## src/rtl/sync_clk_divider_pkg.sv

```systemverilog
`timescale 1ns/1ps
package sync_clk_divider_pkg;

    localparam int RATIO_MIN   = 2;
    localparam int RATIO_MAX   = 8;
    localparam int RATIO_W     = $clog2(RATIO_MAX + 1);
    localparam int CFG_W       = 8;
    localparam int CODE_LSB    = 4;
    localparam int CODE_W      = 4;
    localparam int EN_BIT      = 1;
    localparam int ONESHOT_BIT = 2;

    typedef logic [RATIO_W-1:0] ratio_t;

    typedef struct packed {
        ratio_t ratio;
        logic   one_shot;
        logic   sync_en;
    } div_cfg_t;

    typedef struct packed {
        ratio_t cnt;
        logic   restart;
        logic   pos_hi;
        ratio_t ratio;
    } div_state_t;

    function automatic ratio_t clamp_ratio(input logic [CODE_W-1:0] code);
        if (int'(code) < RATIO_MIN)
            return ratio_t'(RATIO_MIN);
        else if (int'(code) > RATIO_MAX)
            return ratio_t'(RATIO_MAX);
        else
            return ratio_t'(code);
    endfunction

    function automatic div_cfg_t decode_cfg(input logic [CFG_W-1:0] word);
        div_cfg_t c;
        c.ratio    = clamp_ratio(word[CODE_LSB +: CODE_W]);
        c.one_shot = word[ONESHOT_BIT];
        c.sync_en  = word[EN_BIT];
        return c;
    endfunction

endpackage

```

## src/rtl/sync_clk_divider_syncin.sv

```systemverilog
`timescale 1ns/1ps
module sync_clk_divider_syncin #(
    parameter int STAGES = 2
) (
    input  logic clk_in,
    input  logic rst,
    input  logic sync_async,
    output logic sync_rise
);
    logic [STAGES-1:0] chain;
    logic              last_q;

    generate
        for (genvar i = 0; i < STAGES; i++) begin : g_stage
            if (i == 0) begin : g_first
                always_ff @(posedge clk_in) begin
                    if (rst) chain[0] <= 1'b0;
                    else     chain[0] <= sync_async;
                end
            end else begin : g_next
                always_ff @(posedge clk_in) begin
                    if (rst) chain[i] <= 1'b0;
                    else     chain[i] <= chain[i-1];
                end
            end
        end
    endgenerate

    always_ff @(posedge clk_in) begin
        if (rst) last_q <= 1'b0;
        else     last_q <= chain[STAGES-1];
    end

    assign sync_rise = chain[STAGES-1] & ~last_q;
endmodule

```

## src/rtl/sync_clk_divider_ctrl.sv

```systemverilog
`timescale 1ns/1ps
module sync_clk_divider_ctrl
    import sync_clk_divider_pkg::*;
(
    input  logic             clk_in,
    input  logic             rst,
    input  logic             cfg_we,
    input  logic [CFG_W-1:0] cfg_wdata,
    input  logic             sync_rise,
    output div_cfg_t         cfg_q,
    output logic             sync_take,
    output logic             oneshot_done
);
    logic armed_q;

    assign sync_take = sync_rise & cfg_q.sync_en & (~cfg_q.one_shot | armed_q);

    always_ff @(posedge clk_in) begin
        if (rst) begin
            cfg_q.ratio    <= ratio_t'(RATIO_MIN);
            cfg_q.one_shot <= 1'b0;
            cfg_q.sync_en  <= 1'b0;
            armed_q        <= 1'b1;
            oneshot_done   <= 1'b0;
        end else if (cfg_we) begin
            cfg_q          <= decode_cfg(cfg_wdata);
            armed_q        <= 1'b1;
            oneshot_done   <= 1'b0;
        end else if (sync_take && cfg_q.one_shot) begin
            armed_q        <= 1'b0;
            oneshot_done   <= 1'b1;
        end
    end
endmodule

```

## src/rtl/sync_clk_divider_core.sv

```systemverilog
`timescale 1ns/1ps
module sync_clk_divider_core
    import sync_clk_divider_pkg::*;
(
    input  logic       clk_in,
    input  logic       rst,
    input  logic       sync_take,
    input  ratio_t     ratio_cfg,
    output div_state_t st,
    output logic       neg_hi
);
    localparam ratio_t ONE = ratio_t'(1);

    div_state_t st_n;
    ratio_t     cnt_inc;
    logic       at_end;

    assign cnt_inc = st.cnt + ONE;
    assign at_end  = (st.cnt == st.ratio - ONE);

    always_comb begin
        st_n = st;
        if (sync_take) begin
            st_n.cnt     = '0;
            st_n.restart = 1'b1;
            st_n.pos_hi  = 1'b0;
            st_n.ratio   = ratio_cfg;
        end else if (st.restart) begin
            st_n.cnt     = '0;
            st_n.restart = 1'b0;
            st_n.pos_hi  = 1'b1;
        end else if (at_end) begin
            st_n.cnt     = '0;
            st_n.pos_hi  = 1'b1;
            st_n.ratio   = ratio_cfg;
        end else begin
            st_n.cnt     = cnt_inc;
            st_n.pos_hi  = (cnt_inc < (st.ratio >> 1));
        end
    end

    always_ff @(posedge clk_in) begin
        if (rst) begin
            st.cnt     <= '0;
            st.restart <= 1'b1;
            st.pos_hi  <= 1'b0;
            st.ratio   <= ratio_t'(RATIO_MIN);
        end else begin
            st <= st_n;
        end
    end

    // half-period extension for odd ratios, launched on the falling edge
    always_ff @(negedge clk_in) begin
        if (rst) neg_hi <= 1'b0;
        else     neg_hi <= st.pos_hi;
    end
endmodule

```

## src/rtl/sync_clk_divider.sv

```systemverilog
`timescale 1ns/1ps
module sync_clk_divider
    import sync_clk_divider_pkg::*;
#(
    parameter int SYNC_STAGES = 2
) (
    input  logic             clk_in,
    input  logic             rst,
    input  logic             cfg_we,
    input  logic [CFG_W-1:0] cfg_wdata,
    input  logic             sync_in,
    output logic             clk_div,
    output logic             oneshot_done
);
    logic       sync_rise;
    logic       sync_take;
    logic       neg_hi;
    div_cfg_t   cfg_q;
    div_state_t div_st;

    sync_clk_divider_syncin #(.STAGES(SYNC_STAGES)) u_syncin (
        .clk_in     (clk_in),
        .rst        (rst),
        .sync_async (sync_in),
        .sync_rise  (sync_rise)
    );

    sync_clk_divider_ctrl u_ctrl (
        .clk_in       (clk_in),
        .rst          (rst),
        .cfg_we       (cfg_we),
        .cfg_wdata    (cfg_wdata),
        .sync_rise    (sync_rise),
        .cfg_q        (cfg_q),
        .sync_take    (sync_take),
        .oneshot_done (oneshot_done)
    );

    sync_clk_divider_core u_core (
        .clk_in    (clk_in),
        .rst       (rst),
        .sync_take (sync_take),
        .ratio_cfg (cfg_q.ratio),
        .st        (div_st),
        .neg_hi    (neg_hi)
    );

    assign clk_div = div_st.pos_hi | (neg_hi & div_st.ratio[0]);
endmodule

```

## config.mk

```make
export PLATFORM = sky130hd
export DESIGN_NAME = sync_clk_divider
export DESIGN_NICKNAME = d
export VERILOG_FILES = /design/src/rtl/sync_clk_divider_pkg.sv /design/src/rtl/sync_clk_divider_syncin.sv /design/src/rtl/sync_clk_divider_ctrl.sv /design/src/rtl/sync_clk_divider_core.sv /design/src/rtl/sync_clk_divider.sv
export SDC_FILE = /design/constraint.sdc
export NUM_CORES = 1
export LEC_CHECK = 0
export BUFFER_PORTS_ARGS = -buffer_cell sky130_fd_sc_hd__buf_2
export CORE_MARGIN = 3
export CORE_UTILIZATION = 50
export DETAILED_ROUTE_END_ITERATION = 7
export GPL_ROUTABILITY_DRIVEN = 0
export GPL_TIMING_DRIVEN = 0
export MAX_ROUTING_LAYER = met4
export PLACE_DENSITY = 0.71
export SLEW_MARGIN = 20
export SYNTH_ARGS = -nofsm -noshare
export SYNTH_HDL_FRONTEND = slang
export SYNTH_SLANG_ARGS = --single-unit
```

## constraint.sdc

```tcl
create_clock -name clk_in -period 2.35 [get_ports clk_in]
set_clock_uncertainty 0.15 [all_clocks]
set_input_delay 0.1175 -clock clk_in [delete_from_list [all_inputs] [get_ports clk_in]]
set_output_delay 0.1175 -clock clk_in [all_outputs]
set_load 0.03 [all_outputs]
```

# After elaboration in Yosys (flattened, before gate mapping)
# Index checks and enable logic that the tools add are counted.
[op_classes]
reduce_logical = 6
mux = 7
n_addsub = 2
bitwise = 8
n_lt_le_gt_ge = 3
n_eq_ne = 2
[op_table]
columns = ["cell", "n"]
rows = [
  ["2-to-1 mux 4 bit", 4],
  ["2-to-1 mux 6 bit", 1],
  ["adder 4 x 1 -> 4 bit (second input constant)", 1],
  ["AND 1 bit", 4],
  ["equality test 4 bit", 1],
  ["> comparator 4 bit (second input constant)", 1],
  ["less-than comparator 4 x 2 -> 1 bit (second input constant)", 1],
  ["less-than comparator 4 x 3 -> 1 bit", 1],
  ["OR reduction 2 bit", 2],
  ["OR reduction 4 bit", 1],
  ["subtractor 4 x 1 -> 4 bit (second input constant)", 1],
  ["2-to-1 mux 1 bit", 2],
  ["inequality test 2 bit (second input constant)", 1],
  ["inverter 1 bit", 2],
  ["bitwise OR 1 bit", 2],
  ["AND reduction 2 bit", 1],
  ["nonzero test 2 bit", 1],
  ["logical AND 1 bit", 1],
]
[totals]
reg_bits = 22
input_bits = 12
output_inout_bits = 2
wordCells = 41

# Depth between registers and ports, before layout
# Gate-level depths: netlist (run 1).
[logic_depth]
ltp_word = 6
mapped_depth = 7
depth_no_buf = 7

# By module
# A second synthesis (run 1) with hierarchy kept.
[unflattened]
cells_unflattened = 99
hier_area_um2 = 1022.2
[modules_own_cells]
columns = ["mod", "cells_each", "area_each_um2", "n_inst", "seq_area_each_um2"]
rows = [
  ["sync_clk_divider_core", 57, 588.1, 1, 220.2],
  ["sync_clk_divider_ctrl", 34, 339.1, 1, 160.2],
  ["sync_clk_divider_syncin", 7, 87.6, 1, 60.1],
  ["sync_clk_divider", 1, 7.5, 1, 0.0],
]

==> results of run 1 <==
kinds of logic after synthesis:
group,after synthesis
AND/OR/NAND/NOR,35
flip-flops,22
AO/OA/AOI/OAI,13
buffers and inverters,11
XOR/XNOR,8
multiplexers,7
adder cells (fa/ha/maj),4
cell usage after synthesis, drive strengths merged:
| cell type | n | area share [%] |
|---|---|---|
| dfxtp | 22 | 46 |
| nor2 | 10 | 3.9 |
| a21oi | 8 | 4.6 |
| inv | 8 | 3.1 |
| mux2i | 7 | 7.3 |
| nor2b | 7 | 4.6 |
| nand2b | 6 | 3.9 |
| xnor2 | 6 | 5.5 |
| ha | 4 | 5.2 |
| nand2 | 4 | 1.6 |
| clkbuf | 3 | 1.2 |
| nor3 | 3 | 2.1 |
| a21o | 2 | 1.6 |
| xor2 | 2 | 1.8 |
| a211o | 1 | 0.92 |
| nand3 | 1 | 0.52 |
| nand3b | 1 | 0.79 |
| nor4 | 1 | 2.2 |
| o211ai | 1 | 0.79 |
| o31ai | 1 | 0.79 |
| or2 | 1 | 0.66 |
| or3 | 1 | 0.66 |
where the power goes:
part           switching [mW]  internal [mW]  leakage, nW  total, mW
sequential            0.00954          0.388        0.180      0.398
clock                   0.114         0.0966       0.0263      0.210
combinational          0.0436         0.0466        0.290     0.0901
total                   0.167          0.531        0.496      0.698
timing repair:
item,CTS,global route
hold buffers,7,0
gates resized for setup,2,0
endpoints found under the hold margin,8,0
endpoints found under the setup margin,1,1
buffers inserted,0,0
pin swaps,1,0
layout make-up:
class | instances | area [sq um] | share of cell area [%]
flip-flops and latches | 22 | 440 | 38.3
well taps | 25 | 31.3 | 2.72
inverters | 7 | 26.3 | 2.29
multi-input cells | 67 | 473 | 41.2
repair buffers | 17 | 126 | 11.0
clock inverters | 1 | 3.75 | 0.327
clock buffers | 4 | 36.3 | 3.16
plain buffers | 3 | 11.3 | 0.980
state kept, by name (all words and copies together) (netlist names):
signal	cells
u_core.st	10
u_syncin.last_q	1
u_ctrl.armed_q	1
u_ctrl.oneshot_done	1
u_syncin.chain	2
u_core.neg_hi	1
u_ctrl.cfg_q	6
worst max-delay path: stages, from the launching register on:
cell	delay [ns]
dfxtp_1	0.29
a21o_1	0.15
buf_6	0.13
worst paths after layout:
check	depth (start not counted)	slack (ns)	to
worst max-delay path	2	-0.02	clk_div
worst min-delay path	5	0.1	u_ctrl.cfg_q[2]
worst max register to register	7	0.41	u_core.st[0]
worst min register to register	1	0.31	u_syncin.chain[1]
stage by stage:
| step | instances | cell area, sq um | power, mW | worst slack, ns |
|---|---|---|---|---|
| floorplan | 100 | 955 | 0.465 | 0.363 |
| global placement | 135 | 1040 | 0.483 | 0.302 |
| detailed placement | 135 | 1040 | 0.487 | 0.273 |
| CTS | 146 | 1150 | 0.700 | -0.0317 |
| global route | 146 | 1150 | 0.739 | -0.0794 |
| finish | 146 | 1150 | 0.698 | -0.0231 |
layer usage:
metal	part of all wire [%]	wire length, um	up-vias
li1	-	-	367
met1	43	775	339
met2	54	981	8
met3	1.7	31	2
met4	0.78	14	0
met5	0	0	-
==> impl_metrics.yaml, run 1 <==
synthesis:
  synth_top_family_by_area: "simple AND/OR/NAND/NOR gates"
  synth_fa_ha_area_share_pct: 5.24
  syn_nets: 116
  ys_warn_count: 0
  synthSimpleGateAreaFrac_pct: 21.0
  synthXorXnorAreaFrac_pct: 7.34
  seq_area_frac_synth_pct: 46.1
  synth_mux_area_share_pct: 7.34
  ys_types: 24
  mappedNetlistArea_sq_um: 955
  avgSynthCellArea_sq_um: 9.55
  syn_inst: 100
  synth-compound-area-share_pct: 8.65
  synth-seq-cells: 22
cells_and_area:
  fin_nets: 138
  nFillCells: 152
  final_common_cell: "dfxtp_1"
  final_core_util_pct: 65.1
  diodes: 0
  layout_common_cells: "22 x dfxtp_1, 10 x nor2_1, 9 x buf_2"
  syn_to_final_growth_pct: 20.3
  drive_above_1_share_pct: 14.0
sta:
  maxSlewViolCount: 0
  rsz0062_at_grt: "true"
  final-setup-viol-count: 1
  fin_setup_tns_ns: -0.0231
  worst_slew_pin_slew_ns: 0.441
  slew_headroom_pct: 70.4
  hold_violations: 0
  holdWs_ns: 0.0984
  setup_ws_ns: -0.0231
worst_setup_path:
  start_kind: "flip-flop"
  critPathKind: "reg -> out"
  path_max_fanout: 1
  crit_path_start: "u_core.neg_hi"
  cp.required_ns: 2.08
  crit_arrival_ns: 2.11
  cp-end-kind: "output pin"
  r2r_start: "u_core.st[0]"
floorplan:
  start_util_pct: 54.1
  ios: 14
  die_h_um: 49.7
  rows: 15
  core_area_sq_um: 1760
  fp.dieW_um: 49.7
  die_area_sq_um: 2470
route:
  wl_per_cell_um: 12.3
  vias: 716
  vias_per_cell: 4.90
  drtAntennaViolNets: 0
  first_iter_violations: 12
  wl_mm: 1.80
  dr.pass1.iters: 4
  drc: 0
hold_path:
  min_from: "cfg_wdata[4]"
  hp-class: "in -> reg"
power:
  p_per_area_nw_per_um2: 608
  ir_drop_uv: 390
  p_leak_nw: 0.496
status:
  status: "finished, violations left"
  failed_checks: "negative setup slack"
flow_run:
  drv_cap: 0
clocking:
  clkSlewWorstSetupHoldPaths_ns: 0.12
  clockBufferDepth: 2
  cts_max_level: 1
  clockRootBuffer: "clkbuf_4"
  clock_latency_ns: 0.30
  numCtsBuffers: 3
  cts_tree: "built"
  clkSinkCount: 22
global_routing:
  grt_max_degree: 13
  gr-total-overflow: 0
  grtUsageMet2_pct: 30.8
  antenna_found_initial: 0
  top_usage_layer: "met2"
  grt_util_met1_pct: 19.9
  grt_util_met3_pct: 3.63
  grt_pass1_wl_mm: 3.22
  grt_pass1_vias: 714
  grt_usage_pct: 17.8
place:
  hpwl_mm: 1.23
  portBuffers: 10
Note: power is estimated with default switching activity, not from simulation.
==> run 2, diff against run 1 <==
--- a/config.mk
+++ b/config.mk
@@ -5,6 +5,7 @@
 export SDC_FILE = /design/constraint.sdc
 export NUM_CORES = 1
 export LEC_CHECK = 0
+export ABC_AREA = 1
 export BUFFER_PORTS_ARGS = -buffer_cell sky130_fd_sc_hd__buf_2
 export CORE_MARGIN = 3
 export CORE_UTILIZATION = 50
==> impl_metrics.yaml, run 2 <==
worst_setup_path:
  reg2reg_slack_ns: 0.54
  start_kind: "flip-flop"
  critPathKind: "reg -> out"
  slowest_delay_ns: 0.30
  path_cells: "nand2_1 -> nand2_2 -> buf_6"
  cp.required_ns: 2.08
  path_max_fanout: 1
  cp-end-kind: "output pin"
  worst-path-buf-inv: 1
  crit_arrival_ns: 2.08
  crit_slowest_cell: "dfxtp_1"
  crit_family: "flip-flops"
clocking:
  clkSlewWorstSetupHoldPaths_ns: 0.12
  clockRootBuffer: "clkbuf_4"
  clock_latency_ns: 0.30
  clkSinkCount: 22
  clockBufferDepth: 2
  cts_tree: "built"
  cts_setup_buffers: 0
  numCtsBuffers: 3
  cts_max_level: 1
sta:
  slew_headroom_pct: 80.5
  holdWs_ns: 0.261
  setup_ws_ns: 0.00446
  final-setup-viol-count: 0
  hold_violations: 0
  maxSlewViolCount: 0
  worst_slew_pin_slew_ns: 0.291
  rsz0062_at_grt: "true"
route:
  drtAntennaViolNets: 0
  first_iter_violations: 11
  dr.pass1.iters: 4
  wl_mm: 1.84
  vias: 872
  wl_per_cell_um: 9.82
  vias_per_cell: 4.66
  drc: 0
place:
  portBuffers: 10
  hpwl_mm: 1.24
  dp_slack_ns: 0.341
floorplan:
  core_area_sq_um: 1800
  rows: 15
  ios: 14
  die_area_sq_um: 2580
  die_h_um: 50.8
  fp.dieW_um: 50.8
  start_util_pct: 55.7
cells_and_area:
  layout_common_cells: "24 x nand2_1, 23 x inv_1, 22 x dfxtp_1"
  fin_nets: 179
  regMostFlops: "u_core.st"
  final_core_util_pct: 71.8
  diodes: 0
  reg_top3: "u_core.st (10), u_ctrl.cfg_q (6), u_syncin.chain (2)"
  final_common_cell: "nand2_1"
  drive_above_1_share_pct: 16.7
  syn_to_final_growth_pct: 28.9
  largest_register_ffs: 10
global_routing:
  grt_usage_pct: 17.4
  grt_max_degree: 14
  grt_pass1_vias: 835
  grt_pass1_wl_mm: 3.31
  antenna_found_initial: 0
  gr-total-overflow: 0
synthesis:
  ys_types: 24
  syn_nets: 149
  synth.top_cells.by_count: "25 x nand2_1, 23 x inv_1, 22 x dfxtp_1"
  syn_inst: 133
  mappedNetlistArea_sq_um: 1000
  seq_area_frac_synth_pct: 43.9
  synth-seq-cells: 22
  synth_edf_count: 0
  ys_warn_count: 0
  synth_area_leaders: "dfxtp_1 44%, nand2_1 9.4%, inv_1 8.6%"
  yosysTopAreaCell: "dfxtp_1"
  ys.flop_type: "dfxtp_1"
  avgSynthCellArea_sq_um: 7.54
  async_reset_ff_share_pct: 0
  synth_top_area_share_pct: 43.9
  yosysMostFrequentCell: "nand2_1"
power:
  seqPwrFrac_pct: 47.1
  combPwrFrac_pct: 25.1
  p_total_uw: 897
  switchingPower_uw: 261
  swShare_pct: 29.1
  clkPwrFrac_pct: 27.8
  p_per_area_nw_per_um2: 693
  ir_drop_uv: 497
  p_leak_nw: 0.639
  p_int_uw: 636
status:
  status: "completed"
flow_run:
  drv_cap: 0
hold_path:
  hp-class: "reg -> reg"
-- run 2: cell types whose count changed after synthesis, moves of 7 or more --
| cell | previous run | this run |
|---|---|---|
| o21ai_0 | 0 | 7 |
| mux2i_1 | 7 | 0 |
| nand3_1 | 1 | 10 |
| nor2b_1 | 7 | 0 |
| inv_1 | 8 | 23 |
| nand2_1 | 4 | 25 |
-- run 2: cell type report --
type,count,area (sq um)
Clock inverter,1,3.75
Fill cell,162,508
Buffer,2,12.5
Timing Repair Buffer,25,206
Inverter,24,90.1
Sequential cell,22,440
Clock buffer,4,47.5
Tap cell,25,31.3
Multi-Input combinational cell,84,462
-- run 2: worst paths after layout --
path / from / cells past startpoint / end
worst max-delay path: u_core.neg_hi / 3 / clk_div
worst min-delay path: u_syncin.chain[0] / 2 / u_syncin.chain[1]
worst max register to register: u_core.st[4] / 2 / u_core.neg_hi
worst min register to register: u_syncin.chain[0] / 2 / u_syncin.chain[1]
-- run 2: tightest hold or removal path, stage by stage (launching register included) --
cell and delay, ns:
dfxtp_1 0.32, inv_1 0.04, nor2_1 0.03
-- run 2: logic make-up (layout without fill, tap and decap cells) --
logic type | after synthesis | count (layout) | share of synthesized area, %
and+or+nand+nor | 58 | 58 | 26.8
adders and majority gates | 4 | 4 | 4.99
buffers and inverters | 27 | 56 | 10.6
DFF | 22 | 22 | 43.9
xor gates and xnor gates | 4 | 4 | 3.49
AOI/OAI and AO/OA | 18 | 18 | 10.2
-- run 2: power by group through the flow --
stage	clock [mW]	sequential [mW]	combinational (mW)
6_report	0.250	0.422	0.225
4_1_cts	0.254	0.423	0.223
3_3_place_gp	0.00533	0.429	0.193
3_5_place_dp	0.00533	0.431	0.196
5_1_grt	0.271	0.426	0.258
2_1_floorplan	0.00533	0.426	0.161
-- run 2: repair_timing --
| action | 4_1_cts | 5_1_grt |
|---|---|---|
| pin swaps | 0 | 0 |
| endpoints found under the setup margin | 1 | 2 |
| resized for setup | 2 | 2 |
| hold buffers | 15 | 0 |
| hold endpoints to repair | 10 | 0 |
-- run 2: through the flow --
stage	setup TNS (ns)	std cells	instance area [sq um]
after detailed placement	0	168	1080
final	0	187	1290
after global placement	0	168	1080
after CTS	-0.00837	187	1290
after global routing	-0.0648	187	1290
after floorplan	0	133	1000
-- run 2: per-layer routing --
layer | GRT usage [%] | up-vias | routed length (um)
met4 | 6.73 | 0 | 14
li1 | - | 470 | -
met2 | 30.7 | 15 | 933
met1 | 19.1 | 385 | 832
met3 | 3.56 | 2 | 55
met5 | - | - | 0
